[src/rtl/vram_wp_pkg.sv]
package vram_wp_pkg;

    typedef enum logic [1:0] {
        REMAP_OFF  = 2'd0,
        REMAP_C32  = 2'd1,
        REMAP_C64  = 2'd2,
        REMAP_C128 = 2'd3
    } remap_sel_e;

    typedef enum logic [1:0] {
        STEP_1    = 2'd0,
        STEP_32   = 2'd1,
        STEP_128  = 2'd2,
        STEP_128B = 2'd3
    } step_sel_e;

    // Distance the low field bits are moved up by the rotation
    localparam int TILE_SHIFT = 3;

    typedef struct packed {
        logic       active;
        logic [3:0] field_bits;
        logic [2:0] shift;
    } remap_cfg_t;

    function automatic remap_cfg_t remap_cfg_f(remap_sel_e sel);
        remap_cfg_t c;
        case (sel)
            REMAP_C32:  c = '{active: 1'b1, field_bits: 4'd8,  shift: 3'd5};
            REMAP_C64:  c = '{active: 1'b1, field_bits: 4'd9,  shift: 3'd6};
            REMAP_C128: c = '{active: 1'b1, field_bits: 4'd10, shift: 3'd7};
            default:    c = '{active: 1'b0, field_bits: 4'd0,  shift: 3'd0};
        endcase
        return c;
    endfunction

    function automatic logic [7:0] step_words_f(step_sel_e sel);
        case (sel)
            STEP_1:  return 8'd1;
            STEP_32: return 8'd32;
            default: return 8'd128;
        endcase
    endfunction

endpackage

[src/rtl/vram_wp_remap.sv]
module vram_wp_remap
    import vram_wp_pkg::*;
#(
    parameter int ADDR_W = 16
) (
    input  logic [ADDR_W-1:0] addr_in,
    input  remap_sel_e        sel,
    output logic [ADDR_W-1:0] addr_out
);
    remap_cfg_t        cfg;
    logic [ADDR_W-1:0] field_mask;
    logic [ADDR_W-1:0] low_mask;
    logic [ADDR_W-1:0] field;

    always_comb begin
        cfg        = remap_cfg_f(sel);
        field_mask = (ADDR_W'(1) << cfg.field_bits) - ADDR_W'(1);
        low_mask   = (ADDR_W'(1) << cfg.shift) - ADDR_W'(1);
        field      = addr_in & field_mask;
        if (cfg.active)
            addr_out = (addr_in & ~field_mask)
                     + (field >> cfg.shift)
                     + ((field & low_mask) << TILE_SHIFT);
        else
            addr_out = addr_in;
    end
endmodule

[src/rtl/vram_wp_gate.sv]
module vram_wp_gate #(
    parameter int LINE_W = 9
) (
    input  logic              gate_enable,
    input  logic              forced_blank,
    input  logic [LINE_W-1:0] line_num,
    input  logic [LINE_W-1:0] visible_height,
    output logic              blocked
);
    // Line 0 is the pre-display line and the picture occupies lines
    // 1..height, so the blocked window is 0..height inclusive.
    always_comb blocked = gate_enable && !forced_blank && (line_num <= visible_height);
endmodule

[src/rtl/vram_wp_ptr.sv]
module vram_wp_ptr
    import vram_wp_pkg::*;
#(
    parameter int ADDR_W = 16
) (
    input  logic              clk,
    input  logic              rst,
    input  logic              load,
    input  logic [ADDR_W-1:0] load_value,
    input  logic              advance,
    input  step_sel_e         step_sel,
    output logic [ADDR_W-1:0] ptr
);
    logic [ADDR_W-1:0] stride;

    always_comb stride = ADDR_W'(step_words_f(step_sel));

    always_ff @(posedge clk) begin
        if (rst)
            ptr <= '0;
        else if (load)
            ptr <= load_value;
        else if (advance)
            ptr <= ptr + stride;   // wraps modulo 2^ADDR_W
    end
endmodule

[src/rtl/vram_wr_port.sv]
module vram_wr_port
    import vram_wp_pkg::*;
#(
    parameter int ADDR_W = 16,
    parameter int DATA_W = 8,
    parameter int LINE_W = 9
) (
    input  logic              clk,
    input  logic              rst,
    input  logic              cfg_addr_load,
    input  logic [ADDR_W-1:0] cfg_addr_value,
    input  logic [1:0]        cfg_step_sel,
    input  logic              cfg_step_on_high,
    input  logic [1:0]        cfg_remap_sel,
    input  logic              wr_en,
    input  logic              byte_sel,
    input  logic [DATA_W-1:0] wr_data,
    input  logic              gate_enable,
    input  logic              forced_blank,
    input  logic [LINE_W-1:0] line_num,
    input  logic [LINE_W-1:0] visible_height,
    output logic              mem_we,
    output logic [ADDR_W-1:0] mem_addr,
    output logic [DATA_W-1:0] mem_wdata,
    output logic [ADDR_W-1:0] word_addr
);
    localparam int WORD_KEEP = ADDR_W - 1;

    logic              blocked;
    logic              accepted;
    logic              advance;
    logic [ADDR_W-1:0] mapped_word;
    logic [ADDR_W-1:0] byte_addr;

    vram_wp_gate #(.LINE_W(LINE_W)) gate_i (
        .gate_enable    (gate_enable),
        .forced_blank   (forced_blank),
        .line_num       (line_num),
        .visible_height (visible_height),
        .blocked        (blocked)
    );

    vram_wp_remap #(.ADDR_W(ADDR_W)) remap_i (
        .addr_in  (word_addr),
        .sel      (remap_sel_e'(cfg_remap_sel)),
        .addr_out (mapped_word)
    );

    always_comb begin
        accepted  = wr_en && !cfg_addr_load && !blocked;
        advance   = accepted && (byte_sel == cfg_step_on_high);
        byte_addr = {mapped_word[WORD_KEEP-1:0], byte_sel};
    end

    vram_wp_ptr #(.ADDR_W(ADDR_W)) ptr_i (
        .clk        (clk),
        .rst        (rst),
        .load       (cfg_addr_load),
        .load_value (cfg_addr_value),
        .advance    (advance),
        .step_sel   (step_sel_e'(cfg_step_sel)),
        .ptr        (word_addr)
    );

    always_ff @(posedge clk) begin
        if (rst) begin
            mem_we    <= 1'b0;
            mem_addr  <= '0;
            mem_wdata <= '0;
        end else begin
            mem_we <= accepted;
            if (accepted) begin
                mem_addr  <= byte_addr;
                mem_wdata <= wr_data;
            end
        end
    end
endmodule

[config.mk]
export PLATFORM = sky130hd
export DESIGN_NAME = vram_wr_port
export DESIGN_NICKNAME = d
export VERILOG_FILES = /design/src/rtl/vram_wp_pkg.sv /design/src/rtl/vram_wp_remap.sv /design/src/rtl/vram_wp_gate.sv /design/src/rtl/vram_wp_ptr.sv /design/src/rtl/vram_wr_port.sv
export SDC_FILE = /design/constraint.sdc
export NUM_CORES = 1
export LEC_CHECK = 0
export CELL_PAD_IN_SITES_DETAIL_PLACEMENT = 1
export CELL_PAD_IN_SITES_GLOBAL_PLACEMENT = 1
export CORE_MARGIN = 5
export CORE_UTILIZATION = 30
export CTS_CLUSTER_SIZE = 25
export DETAILED_ROUTE_END_ITERATION = 10
export GPL_ROUTABILITY_DRIVEN = 0
export MAX_ROUTING_LAYER = met4
export PLACE_DENSITY = 0.82
export REMOVE_ABC_BUFFERS = 1
export SLEW_MARGIN = 10
export SYNTH_ARGS = -nofsm -noshare
export SYNTH_HDL_FRONTEND = slang
export SYNTH_HIERARCHICAL = 1
export SYNTH_SLANG_ARGS = --single-unit
export TNS_END_PERCENT = 30
[constraint.sdc]
create_clock -name clk -period 3.9 [get_ports clk]
set_input_delay 0.78 -clock clk [delete_from_list [all_inputs] [get_ports clk]]
set_output_delay 0.78 -clock clk [all_outputs]
set_load 0.05 [all_outputs]
# After elaboration in Yosys (flattened, before gate mapping)
# Cells that the tools add are included.
# classes
addsub	5
order_cmp	1
n_eq_ne	5
shift	3
muxes	5
n_bitwise	4
n_reduce_logical	10
# op_table
op	count
16-bit two-way mux	2
15-bit adder	2
8-bit case mux with 3 select lines	1
16-bit by 8-bit adder with 16-bit output	1
16-bit AND	1
8-bit case mux with 2 select lines	1
1-bit by 4-bit << shifter with 16-bit output (first input constant)	1
16-bit by 3-bit >> shifter with 15-bit output	1
16-bit by 2-bit subtractor with 16-bit output (second input constant)	1
15-bit AND	1
15-bit two-way mux	1
15-bit inverter	1
12-bit AND	1
1-bit by 3-bit << shifter with 12-bit output (first input constant)	1
12-bit by 2-bit subtractor with 12-bit output (second input constant)	1
9-bit <= comparator	1
1-bit logical AND	5
2-bit by 1-bit == test with 1-bit output (second input constant)	2
2-bit == test (second input constant)	2
1-bit zero test	3
2-bit zero test	1
2-bit nonzero test	1
1-bit == test	1
# totals
register_bits	41
inputBits	54
output_inout_bits	41
elab_cells	37

# Depth between registers and ports, before layout
# Gate-level depths: netlist of the first run.
# depth
depth_word	9
ltp_mapped	16
mapped_depth_nobuf	15

# By module
# Netlist of the first run, hierarchy kept.
# modules_own_cells
mod	instances	cells_each	area_each_um2	seq_area_each_um2
vram_wp_remap	1	191	1360.1	0.0
vram_wr_port	1	109	1149.9	500.5
vram_wp_ptr	1	132	1038.5	320.3
vram_wp_gate	1	32	241.5	0.0

# Worst setup path before layout of the first run
# Ideal clock, no wire load.
# synth_timing
path_kind	input-to-reg
start	input cfg_remap_sel[0]
end	register mem_addr[14]
setup_time_ns	0.072
arrival_ns	3.870
required_time_ns	3.828
path_slack_ns	-0.042
stages	16
path_buffers	3
path_cell_list	buf_2 -> or2_2 -> clkbuf_1 -> clkbuf_1 -> nand2_1 -> fa_1 -> inv_1 -> ha_1 -> nor2b_4 -> o211ai_2 -> a31oi_1 -> o311a_1 -> o21a_1 -> o31ai_1 -> nand2b_1 -> mux2i_1
# synth_between
elab_chain_cells	9
elab_cells_between_ends	16
classes_between	add/sub: 4; eq/ne: 3; shift: 3; mux: 2; bitwise: 4
# synth_lines
item	line_no	source
start, declared	vram_wr_port.sv:14	input logic [1:0] cfg_remap_sel,
2-bit == test or 2-bit by 1-bit == test with 1-bit output (tied branches)	vram_wp_pkg.sv:28	case (sel)
8-bit case mux with 3 select lines *	vram_wp_pkg.sv:28	
1-bit by 4-bit << shifter with 16-bit output	vram_wp_remap.sv:17	field_mask = (ADDR_W'(1) << cfg.field_bits) - ADDR_W'(1);
16-bit by 2-bit subtractor with 16-bit output	vram_wp_remap.sv:17	
16-bit AND or 15-bit inverter (tied branches)	vram_wp_remap.sv:19, vram_wp_remap.sv:21	
16-bit by 3-bit >> shifter with 15-bit output or 15-bit AND (tied branches)	vram_wp_remap.sv:22, vram_wp_remap.sv:21	
15-bit adder	vram_wp_remap.sv:22	+ (field >> cfg.shift)
15-bit adder	vram_wp_remap.sv:23	+ ((field & low_mask) << TILE_SHIFT);
15-bit two-way mux *	vram_wp_remap.sv:20	if (cfg.active)
net mapped_word[13]	vram_wr_port.sv:32	logic [ADDR_W-1:0] mapped_word;
end signal, assigned	vram_wr_port.sv:73	mem_addr <= byte_addr;
end, declared	vram_wr_port.sv:23	output logic [ADDR_W-1:0] mem_addr,
# The timed path passes the listed nets; every way through them passes the cells marked *.
# A chain may end at the register's enable or synchronous reset.

# Worst setup path after layout of the first run
# Same ends and word-level chain as after synthesis.

==> results of run 1 <==
## per-stage QoR
stage	setup slack (ps)	hold slack (ps)	TNS [ps]	util (%)
floorplan	-563.4	692.2	-4212	-
finish	370.0	473.3	0	42.81
detailed placement	-315.9	469.3	-1605	41.07
CTS	10.43	481.4	0	42.63
global placement	-89.84	456.9	-285.8	41.07
global route	250.2	489.3	0	42.81
## final cells by class
| class | instances | area (µm²) | share of cell area (%) |
|---|---|---|---|
| multi-input cells | 354 | 2660 | 51.73 |
| repair buffers | 119 | 1129 | 21.95 |
| flip-flops and latches | 41 | 820.8 | 15.96 |
| well taps | 147 | 183.9 | 3.577 |
| inverters | 47 | 176.4 | 3.431 |
| clock buffers | 7 | 142.6 | 2.774 |
| clock inverters | 1 | 30.03 | 0.5839 |
## layer usage
| layer | wire length, µm | up-vias | GRT usage [%] |
|---|---|---|---|
| met2 | 6457 | 86 | 32.55 |
| met1 | 5006 | 1816 | 18.68 |
| li1 | - | 1751 | - |
| met5 | 0 | - | - |
| met4 | 306 | 0 | 5.807 |
| met3 | 381 | 20 | 2.339 |
## state kept, by name, indices dropped and copies added (netlist names)
name,count
mem_addr,16
mem_wdata,8
mem_we,1
ptr_i/ptr,16
## power by group
part / leakage, nW / internal, W / switching (W)
logic: 1.77 / 0.000253 / 0.000323
clock network: 0.0841 / 0.000320 / 0.000177
registers: 0.336 / 0.000446 / 0.0000314
total: 2.19 / 0.00102 / 0.000531
## tightest hold or removal path: cells and delay by family (launching register included)
kind | cells | cell delay, ps
muxes | 1 | 60
and+or+nand+nor | 1 | 60
DFF | 1 | 310
## worst min path at each step
stage,startpoint,end,cells past startpoint
after global routing,mem_addr[14],mem_addr[14],2
after detailed placement,mem_addr[14],mem_addr[14],2
after global placement,mem_addr[0],mem_addr[0],2
final,mem_addr[12],mem_addr[12],2
after CTS,mem_addr[14],mem_addr[14],2
after floorplan,mem_addr[0],mem_addr[0],2
## repair_timing
item,CTS,global route
hold buffers,0,0
setup endpoints to repair,4,7
gates resized for setup,2,7
pin swaps,1,4
endpoints found under the hold margin,0,0
## layout by cell type (no fill, tap or decap), drive strengths merged, types with 13 or more instances in the layout
master and n:
clkdlybuf4s50 91, nand2b 52, inv 47, dfxtp 41, nand2 39, ha 30
mux2i 26, buf 26, a21oi 23, o21ai 22, nor2 21, conb 17
fa 13
==> impl_metrics.json, run 1 <==
{
  "status": "completed",
  "critPathLaunchType": "input port",
  "crit-reg2reg-launch": "ptr_i/ptr[8]",
  "antenna_found_initial": 0,
  "final_nets": 665,
  "cp_num_cells": 17,
  "cp_data_required_time_ps": 4110,
  "grt_pass1_vias": 4098,
  "r2r_slack_ps": 690,
  "r2r_end": "mem_addr[14]",
  "stdcell_count": 716,
  "finalWirelength_mm": 12.15,
  "dp_cells": 708,
  "rows": 40,
  "cts_buffers": 5,
  "p_total_w": 0.001550,
  "final_hold_viol_count": 0,
  "dr.pass1.iters": 4,
  "clkTransAtPathRegs_ps": 50,
  "post-route-period-util_pct": 90.51,
  "powerDensity_nw_per_um2": 301.4,
  "grt_util_all_layers_pct": 17.35,
  "setup_violations": 0,
  "ios": 95,
  "rsz0062_at_grt": "false",
  "postRouteAntennaNets": 0,
  "crit_start": "cfg_remap_sel[0]",
  "wl_per_cell_um": 16.97,
  "maxSlewHeadroom_pct": 61.37,
  "cts.path.max_buffers": 2,
  "antenna_cells": 0,
  "num-fill-cells": 1449,
  "hp-class": "reg2reg",
  "die_width_um": 120.8,
  "dr_total_vias": 3673,
  "reg2regPathDepth": 14,
  "arrival_ps": 3740,
  "clock_sink_count": 41,
  "syn_inst": 448,
  "cts_tree": "yes",
  "placed_area_um2": 4933,
  "critPathTopFamily": "compound AO/OA/AOI/OAI gates",
  "final_max_slew_viol_count": 0,
  "maxCapViolCount": 0,
  "critPathBufInv": 4,
  "endpoint": "mem_addr[14]",
  "final_area_um2": 5142,
  "worst_slew_pin_slew_ps": 579.5,
  "critical_path_peak_fanout": 6,
  "port_buffers": 94,
  "clockRootBuffer": "clkbuf_16",
  "dieArea_um2": 14600,
  "overflow": 0,
  "drive_gt1_share_pct": 9.139,
  "vias_per_cell": 5.130,
  "ys_warn_count": 6,
  "max_stage_delay_ps": 380,
  "core_um2": 12010,
  "ir_worst_vdd_uv": 137.0,
  "drtIter0Drc": 128,
  "avgSynthCellArea_um2": 8.228,
  "path_cells": "dlymetal6s2s_1 -> nor2_1 -> buf_4 -> buf_4 -> and2_1 -> ha_1 -> ha_1 -> inv_1 -> fa_2 -> nor2b_4 -> o211ai_2 -> a31oi_2 -> o311a_1 -> o21a_1 -> o31ai_2 -> nand2b_1 -> mux2i_1",
  "start_util_pct": 30.69,
  "crit_path_end_kind": "register",
  "grt_max_degree": 34,
  "finClkSkew_ps": 10.35,
  "cpMaxStageDelayCell": "o311a_1",
  "die_y_um": 120.8,
  "cts_setup_buffers": 0,
  "clkLatencyLatePin_ps": 290,
  "fmax_mhz": 283.3,
  "cts.htree.levels": 2,
  "drc_errors": 0,
  "syn-cell-area_um2": 3686,
  "criticalPathCategory": "in2reg",
  "dpl.hpwl_mm": 9.446,
  "syn_to_final_growth_pct": 39.51,
  "finalCriticalPeriod_ps": 3530,
  "grt_pass1_wl_mm": 20.03,
  "p_leak_nw": 2.193
}
No activity file was read; power rests on OpenSTA's default activity.
==> run 2: changes to the inputs <==
--- a/config.mk
+++ b/config.mk
@@ -7,6 +7,7 @@
 export LEC_CHECK = 0
 export CELL_PAD_IN_SITES_DETAIL_PLACEMENT = 1
 export CELL_PAD_IN_SITES_GLOBAL_PLACEMENT = 1
+export CORE_ASPECT_RATIO = 1.1
 export CORE_MARGIN = 5
 export CORE_UTILIZATION = 30
 export CTS_CLUSTER_SIZE = 25
==> run 2 against run 1 <==
  * Worst hold slack improved by 1.1 ps
  * Flip-flop and latch count did not move
  * Utilization about the same
  * Global-route usage shrank 1.1 points
  * Non-clock buffer count up 1
  * Clock-buffer cell count is the same
  * Final cell count up 1.1%
  * Critical path type unchanged
  * Critical endpoint unchanged
==> impl_metrics.json, run 2 (synthesized netlist as in run 1, its figures left out) <==
{
  "switching_share_pct": 33.74,
  "ios": 95,
  "cts_buffers": 5,
  "seqPwrFrac_pct": 30.9,
  "multiInputGateArea_um2": 2650,
  "worst_slew_pin_slew_ps": 885.7,
  "syn_to_final_growth_pct": 39.78,
  "wl_per_cell_um": 16.01,
  "p_leak_nw": 2.199,
  "grt_pass1_wl_mm": 18.89,
  "fmax_mhz": 282.2,
  "holdWs_ps": 474.4,
  "antenna_found_initial": 0,
  "placed_area_um2": 4942,
  "cts.path.max_buffers": 2,
  "port_buffers": 94,
  "ir_worst_vdd_uv": 151.1,
  "antenna_cells": 0,
  "dr_total_vias": 3599,
  "hp-class": "reg2reg",
  "core_um2": 12030,
  "final_nets": 666,
  "cpMaxStageDelayCell": "o311a_1",
  "rows": 42,
  "drc_errors": 0,
  "status": "completed",
  "final_cell_mix": "clkdlybuf4s50_1 (91), nand2b_1 (52), inv_1 (47)",
  "num-fill-cells": 1444,
  "crit_path_end_kind": "register",
  "powerDensity_nw_per_um2": 298.1,
  "setup_violations": 0,
  "finalCriticalPeriod_ps": 3543,
  "clkLatencyLatePin_ps": 290,
  "power.switching_w": 0.0005182,
  "dpl.hpwl_mm": 9.119,
  "clockRootBuffer": "clkbuf_16",
  "intPower_w": 0.001018,
  "rsz0062_at_grt": "false",
  "comb_power_share_pct": 37.0,
  "dr.pass1.iters": 4,
  "seqCellArea_um2": 820.8,
  "max_stage_delay_ps": 370,
  "final_hold_viol_count": 0,
  "die_y_um": 126.3,
  "drive_gt1_share_pct": 9.123,
  "grt_max_degree": 60,
  "start_util_pct": 30.63,
  "maxSlewHeadroom_pct": 40.96,
  "grt_util_all_layers_pct": 16.25,
  "largest_registers": "mem_addr (16), ptr_i/ptr (16), mem_wdata (8)",
  "postRouteAntennaNets": 0,
  "arrival_ps": 3760,
  "clkTransAtPathRegs_ps": 60,
  "vias_per_cell": 4.971,
  "die_width_um": 115.7,
  "post-route-period-util_pct": 90.86,
  "critical_path_peak_fanout": 4,
  "maxCapViolCount": 0,
  "drtIter0Drc": 152,
  "critPathBufInv": 4,
  "finalWirelength_mm": 11.59,
  "cp_data_required_time_ps": 4120,
  "grt_pass1_vias": 3956,
  "final_common_cell": "clkdlybuf4s50_1",
  "cts.htree.levels": 2,
  "dieArea_um2": 14610,
  "finClkSkew_ps": 6.676,
  "clock_sink_count": 41,
  "final_max_slew_viol_count": 0,
  "criticalPathCategory": "in2reg",
  "clockPowerShare_pct": 32.1,
  "path_cells": "dlymetal6s2s_1 -> buf_4 -> buf_4 -> nand2_1 -> o21ai_0 -> a22o_1 -> ha_1 -> ha_1 -> inv_1 -> fa_2 -> nor2b_4 -> o211ai_2 -> a31oi_2 -> o311a_1 -> o21a_1 -> o31ai_1 -> nand2b_1 -> mux2i_1",
  "cts_tree": "yes",
  "critPathLaunchType": "input port",
  "final_area_um2": 5152,
  "overflow": 0,
  "critPathTopFamily": "compound AO/OA/AOI/OAI gates"
}
[run 2: repair_timing]
item                                    CTS  global route
setup buffers                             0             1
hold buffers                              0             0
endpoints found under the setup margin    0             7
gates resized for setup                   0             8
[run 2: area by class of cell]
type,instances,share of cell area [%]
Sequential cell,41,15.93
Tap cell,154,3.740
Timing Repair Buffer,120,22.12
Multi-Input combinational cell,354,51.43
Clock buffer,7,2.768
Inverter,47,3.424
Clock inverter,1,0.5828
[run 2: worst paths after layout]
check                   startpoint  depth (start not counted)      endpoint  slack, ps
setup / recovery  cfg_remap_sel[0]                         18  mem_addr[14]        360
hold / removal        mem_wdata[1]                          2  mem_wdata[1]        470
setup reg to reg      ptr_i/ptr[7]                         14  mem_addr[14]        760
hold reg to reg       mem_wdata[1]                          2  mem_wdata[1]        470
[run 2: worst min-delay path, cell delays in order (launching register included)]
cell and delay [ps]:
dfxtp_1 310, nand2b_1 60, mux2i_1 60
[run 2: routing by layer]
metal | GRT usage, % | up-vias | routed length (µm)
li1 | - | 1755 | -
met3 | 2.063 | 12 | 451
met4 | 4.300 | 0 | 170
met1 | 18.93 | 1762 | 4848
met2 | 29.16 | 70 | 6118
met5 | - | - | 0
[run 2: metrics by stage]
stage	worst slack, ps	util [%]	power (W)	setup TNS (ps)	cells
floorplan	-563.4	-	0.0008208	-4212	442
global placement	-97.40	41.07	0.001021	-332.3	715
detailed placement	-293.3	41.07	0.001046	-1234	715
CTS	7.632	42.50	0.001549	0	723
global route	170.2	42.82	0.001621	0	724
finish	356.5	42.82	0.001536	0	724
[run 2: power groups by stage]
| stage | clock network (W) | registers, W | logic, W |
|---|---|---|---|
| after floorplan | 0 | 0.000570 | 0.000251 |
| after global placement | 0 | 0.000483 | 0.000537 |
| after detailed placement | 0 | 0.000484 | 0.000562 |
| after CTS | 0.000507 | 0.000475 | 0.000566 |
| after global routing | 0.000520 | 0.000480 | 0.000621 |
| final | 0.000493 | 0.000475 | 0.000569 |
